$ cat config.mk
export PLATFORM = sky130hd
export DESIGN_NAME = ledFbMaskTop
export DESIGN_NICKNAME = d
export VERILOG_FILES = /design/src/rtl/ledFbMaskPkg.sv /design/src/rtl/ledFbMaskCtrl.sv /design/src/rtl/ledFbMaskPath.sv /design/src/rtl/ledFbMaskTop.sv
export SDC_FILE = /design/constraint.sdc
export NUM_CORES = 1
export LEC_CHECK = 0
export ABC_AREA = 1
export BUFFER_PORTS_ARGS = -buffer_cell sky130_fd_sc_hd__buf_2
export CORE_MARGIN = 2
export CORE_UTILIZATION = 42
export DETAILED_ROUTE_END_ITERATION = 6
export PLACE_DENSITY_LB_ADDON = 0.25
export SETUP_SLACK_MARGIN = 0.5
export SKIP_LAST_GASP = 1
export SYNTH_ARGS = -nofsm -noshare
export SYNTH_HDL_FRONTEND = slang
export SYNTH_SLANG_ARGS = --single-unit
$ cat constraint.sdc
create_clock -name clk -period 1.15 [get_ports clk]
set_clock_uncertainty 0.1 [all_clocks]
set_input_delay 0.115 -clock clk [delete_from_list [all_inputs] [get_ports clk]]
set_output_delay 0.115 -clock clk [all_outputs]
set_load 0.1 [all_outputs]
$ cat src/rtl/ledFbMaskPkg.sv
package ledFbMaskPkg;
  localparam int NUM_CH = 6;

  typedef logic [NUM_CH-1:0] chVec_t;

  typedef struct packed {
    logic doDetect;
    logic doRestoreAll;
    logic doOvp;
  } maskStrobes_t;
endpackage

$ cat src/rtl/ledFbMaskCtrl.sv
module ledFbMaskCtrl
  import ledFbMaskPkg::*;
(
  input  logic         detectStrobe,
  input  logic         reEnable,
  input  logic         ovpEvent,
  output maskStrobes_t strobes
);
  // Fixed priority: detection over re-enable over over-voltage
  always_comb begin
    strobes              = '0;
    strobes.doDetect     = detectStrobe;
    strobes.doRestoreAll = reEnable & ~detectStrobe;
    strobes.doOvp        = ovpEvent & ~reEnable & ~detectStrobe;
  end
endmodule

$ cat src/rtl/ledFbMaskPath.sv
module ledFbMaskPath
  import ledFbMaskPkg::*;
#(
  parameter int CH = NUM_CH
) (
  input  logic          clk,
  input  logic          rstN,
  input  maskStrobes_t  strobes,
  input  logic [CH-1:0] pinLow,
  input  logic [CH-1:0] belowReg,
  input  logic [CH-1:0] openCleared,
  output logic [CH-1:0] enMask,
  output logic [CH-1:0] regMask,
  output logic [CH-1:0] fbSelect,
  output logic          allOut
);
  logic [CH-1:0] enQ, regQ, enNext, regNext;
  logic          armedQ;

  for (genvar i = 0; i < CH; i++) begin : g_ch
    logic dropBit, backBit;
    assign dropBit = enQ[i] & regQ[i] & belowReg[i];
    assign backBit = enQ[i] & ~regQ[i] & openCleared[i];
    always_comb begin
      enNext[i]  = enQ[i];
      regNext[i] = regQ[i];
      if (strobes.doDetect) begin
        enNext[i]  = ~pinLow[i];
        regNext[i] = ~pinLow[i];
      end else if (strobes.doRestoreAll) begin
        regNext[i] = enQ[i];
      end else if (strobes.doOvp) begin
        regNext[i] = (regQ[i] & ~dropBit) | backBit;
      end
    end
  end

  always_ff @(posedge clk) begin
    if (!rstN) begin
      enQ    <= '0;
      regQ   <= '0;
      armedQ <= 1'b0;
    end else begin
      enQ  <= enNext;
      regQ <= regNext;
      if (strobes.doDetect) armedQ <= 1'b1;
    end
  end

  assign enMask   = enQ;
  assign regMask  = regQ;
  assign fbSelect = enQ & regQ;
  assign allOut   = armedQ & ~|(enQ & regQ);
endmodule

$ cat src/rtl/ledFbMaskTop.sv
module ledFbMaskTop
  import ledFbMaskPkg::*;
(
  input  logic              clk,
  input  logic              rstN,
  input  logic              detectStrobe,
  input  logic [NUM_CH-1:0] pinLow,
  input  logic [NUM_CH-1:0] belowReg,
  input  logic              ovpEvent,
  input  logic              reEnable,
  input  logic [NUM_CH-1:0] openCleared,
  output logic [NUM_CH-1:0] enMask,
  output logic [NUM_CH-1:0] regMask,
  output logic [NUM_CH-1:0] fbSelect,
  output logic              allOut
);
  maskStrobes_t strobes;

  ledFbMaskCtrl ctrl_i (
    .detectStrobe(detectStrobe),
    .reEnable    (reEnable),
    .ovpEvent    (ovpEvent),
    .strobes     (strobes)
  );

  ledFbMaskPath #(.CH(NUM_CH)) path_i (
    .clk        (clk),
    .rstN       (rstN),
    .strobes    (strobes),
    .pinLow     (pinLow),
    .belowReg   (belowReg),
    .openCleared(openCleared),
    .enMask     (enMask),
    .regMask    (regMask),
    .fbSelect   (fbSelect),
    .allOut     (allOut)
  );
endmodule

==> results.yml, run 1 <==
cts:
  cts_root_buf: "clkbuf_4"
  clk_path_buf_depth: 2
  post_cts_resize_count: 24
  cts_made_buffers: 3
  postCtsSetupBuffers: 9
  htreeDepth: 1
  cts.sinks: 13
synthesis:
  synth_largest_area_cell: "dfxtp_1"
  synth_top_area_share_pct: 34.44
  ys_warn_count: 0
  syn-cell-area_um2: 755.7
  ys_seq_elements: 13
  synthesis.nets: 142
  synth_cells: 119
  ys_seq_area_share_pct: 34.44
  avgSynthCellArea_um2: 6.351
  ys_types: 13
  yosys-top-cells-area: "dfxtp_1 34%, nand2_1 13%, nor2_1 11%"
placed_design:
  gp_congestion: 0.7945
  place_inst: 194
  dp_slack_ns: 0.03823
  portBuffers: 41
  dp_hpwl_um: 2010
floorplan:
  rows: 15
  dieWidth_um: 46.42
  die_h_um: 46.42
  start_util_pct: 44.25
  io_pins: 42
outcome:
  outcome: "stopped before the end"
  lastStage: "clock tree synthesis"
  firstError: "[ERROR DPL-0033] detailed placement checks failed during check placement."
==> cells in the mapped netlist, drive strengths merged <==
master / number
nand2: 27
nor2: 23
nand3: 18
inv: 17
dfxtp: 13
a21oi: 11
o21ai: 6
buf: 3
nand4: 1
==> kinds of logic after synthesis <==
kind of cell / after synthesis / synth area share, %
flip-flops: 13 / 34.44
AND/OR/NAND/NOR: 69 / 42.22
AO/OA/AOI/OAI: 17 / 11.26
buffers and inverters: 20 / 12.09
==> per-stage QoR <==
stage / cell area (um2) / TNS [ns]
2_1_floorplan: 895.9 / -0.5253
3_3_place_gp: 1480 / 0
3_5_place_dp: 1480 / 0
==> run 2: changes to the inputs <==
- CORE_AREA: default -> 2 2 63 65
- CORE_MARGIN: 2 -> default
- CORE_UTILIZATION: 42 -> default
- DIE_AREA: default -> 0 0 65 67
- PLACE_DENSITY_LB_ADDON: 0.25 -> 0.15
- SETUP_SLACK_MARGIN: 0.5 -> default
==> run 2 against run 1 <==
Against the previous run:
- the flow now finishes, with violations (setup timing)
- synthesized cell count unchanged
- area after synthesis unchanged
==> results.yml, run 2 <==
synthesis:
  ys_async_sr_fraction_pct: 0
  synth_cells: 119
  synth_largest_area_cell: "dfxtp_1"
  avgSynthCellArea_um2: 6.351
  ys_seq_elements: 13
  ys_types: 13
  syn-cell-area_um2: 755.7
  yosysMostFrequentCell: "nand2_1"
  synth_ff_type: "dfxtp_1"
  yosys-top-cells-area: "dfxtp_1 34%, nand2_1 13%, nor2_1 11%"
  synthTopCellsByCount: "26 x nand2_1, 22 x nor2_1, 17 x inv_1"
  synthesis.nets: 142
  ys_warn_count: 0
  synth_top_area_share_pct: 34.44
  ys_seq_area_share_pct: 34.44
  synth_edf_count: 0
worst_setup_path:
  crit_path_end_kind: "output pin"
  ff2ff_path_depth: 5
  timing_worst_setup_path_type: "reg -> out"
  r2r_end: "path_i.regMask[1]"
  critPathRequiredTime_ns: 0.94
  rr_startpoint: "path_i.enMask[1]"
  cp_max_fo: 2
  startpoint_type: "register"
  reg2reg_slack_ns: 0.13
  critical_path_arrival_ns: 1.11
route:
  via_per_inst: 4.128
  wl_per_cell_um: 10.43
  drtIter0Drc: 31
  vias: 937
  wirelength_um: 2367
  antenna_left: 0
  route.detailed.drc: 0
  first_pass_iters: 4
placed_design:
  dpl_cell_area_um2: 1504
  gp_congestion: 0.7524
  dp_hpwl_um: 1900
  portBuffers: 41
  place_inst: 219
timing:
  finalCritPeriodShare_pct: 115.4
  max_slew_margin_pct: 78.37
  rsz0062_at_grt: "true"
  hold_viol_final: 0
  finalCriticalPeriod_ns: 1.327
  setup_viol: 5
  worstMarginPinSlew_ns: 0.3241
  fmax_ghz: 0.7534
  slew_viol_final: 0
  finalWorstSetupSlack_ns: -0.1774
  whs_ns: 0.05123
  fin_setup_tns_ns: -0.3604
floorplan:
  start_util_pct: 20.96
  die_h_um: 67
  io_pins: 42
  dieWidth_um: 65
  rows: 22
  dieArea_um2: 4355
  core_um2: 3606
cts:
  clk_path_buf_depth: 2
  holdBufCountCts: 0
  cts.clk_slew.worst_paths_ns: 0.05
  insertion_delay_ns: 0.24
  cts.sinks: 13
  htreeDepth: 1
  cts_root_buf: "clkbuf_8"
  cts_made_buffers: 3
  cts_tree: "yes"
final_layout:
  fillers: 381
  final_cells: 227
  drive_gt1_share_pct: 52.51
  antenna_cells: 0
  area_delta_synth_final_pct: 112.6
  final_area_um2: 1607
  nNetsFinal: 203
  final_cell_mix: "22 x buf_2, 21 x nor2_1, 20 x nand2_1, 19 x buf_12, 14 x buf_4"
  layout_commonest_cell: "buf_2"
global_route:
  antenna_found_initial: 0
  grt_pass1_wl_um: 3864
  track_usage_pct: 11.54
  grt_pass1_vias: 927
  grt_max_degree: 13
  overflow: 0
outcome:
  outcome: "finished, violations left"
  violations: "setup timing"
worst_hold_path:
  min-delay-start: "pinLow[0]"
  hold_path.class: "in -> reg"
  min_to: "path_i.enMask[0]"
  whs_path_depth: 4
power_and_ir_drop:
  vdd_drop_max_v: 0.0003929
  power_density_nw_per_um2: 978.8
  p_total_uw: 1572
  leakagePower_uw: 0.0007871
flow_run:
  max_cap_violations: 0
-- run 2: power by group --
group          switching (uW)  total (uW)  internal (uW)
Sequential               28.9         502            473
Clock                     150         394            244
Combinational             418         676            258
Total                     597        1570            975
-- run 2: worst max path at each step --
stage	startpoint	end	slack, ns	depth (start not counted)
global placement	path_i.regMask[1]	allOut	0.05	4
CTS	path_i.regMask[3]	allOut	-0.18	4
floorplan	path_i.regMask[1]	allOut	-0.29	3
finish	path_i.enMask[1]	allOut	-0.18	4
detailed placement	detectStrobe	path_i.regMask[1]	0.02	6
global route	path_i.regMask[1]	allOut	-0.22	4
-- run 2: logic make-up after synthesis --
kind of cell    after synthesis  share of synthesized area (%)
buf+inv                      20                          12.09
compound gates               17                          11.26
simple gates                 69                          42.22
flops                        13                          34.44
-- run 2: worst max-delay path, stage by stage (launching register included) --
cell and delay (ns):
dfxtp_4 0.34, nand2_4 0.06, nand4_1 0.14, nor2_4 0.15, buf_12 0.18
-- run 2: metrics by stage --
| step | worst slack, ns | utilization [%] |
|---|---|---|
| 2_1_floorplan | -0.2859 | - |
| 3_3_place_gp | 0.04554 | 41.71 |
| 3_5_place_dp | 0.02121 | 41.71 |
| 4_1_cts | -0.1813 | 43.72 |
| 5_1_grt | -0.2196 | 44.55 |
| 6_report | -0.1774 | 44.55 |
-- run 2: area by class of cell --
class / count / area [um2] / share of cell area (%)
inverters: 17 / 86.33 / 5.374
well taps: 48 / 60.06 / 3.738
flip-flops and latches: 13 / 305.3 / 19.00
repair buffers: 59 / 640.6 / 39.88
clock buffers: 4 / 45.04 / 2.804
multi-input cells: 86 / 469.2 / 29.21
-- run 2: repair_timing --
item,in CTS,in global routing
resized for setup,2,4
pin swaps,3,6
buffers inserted,2,2
cloned,0,0
setup endpoints to repair,3,9
-- run 2: routing by layer --
layer	share of wire, %	wire length, um	track usage [%]
met5	0	0	0
met1	46	1081	14.05
met2	48	1142	20.88
met3	6.0	142	2.872
met4	0	0	1.596
No activity file was read; power rests on OpenSTA's default activity.
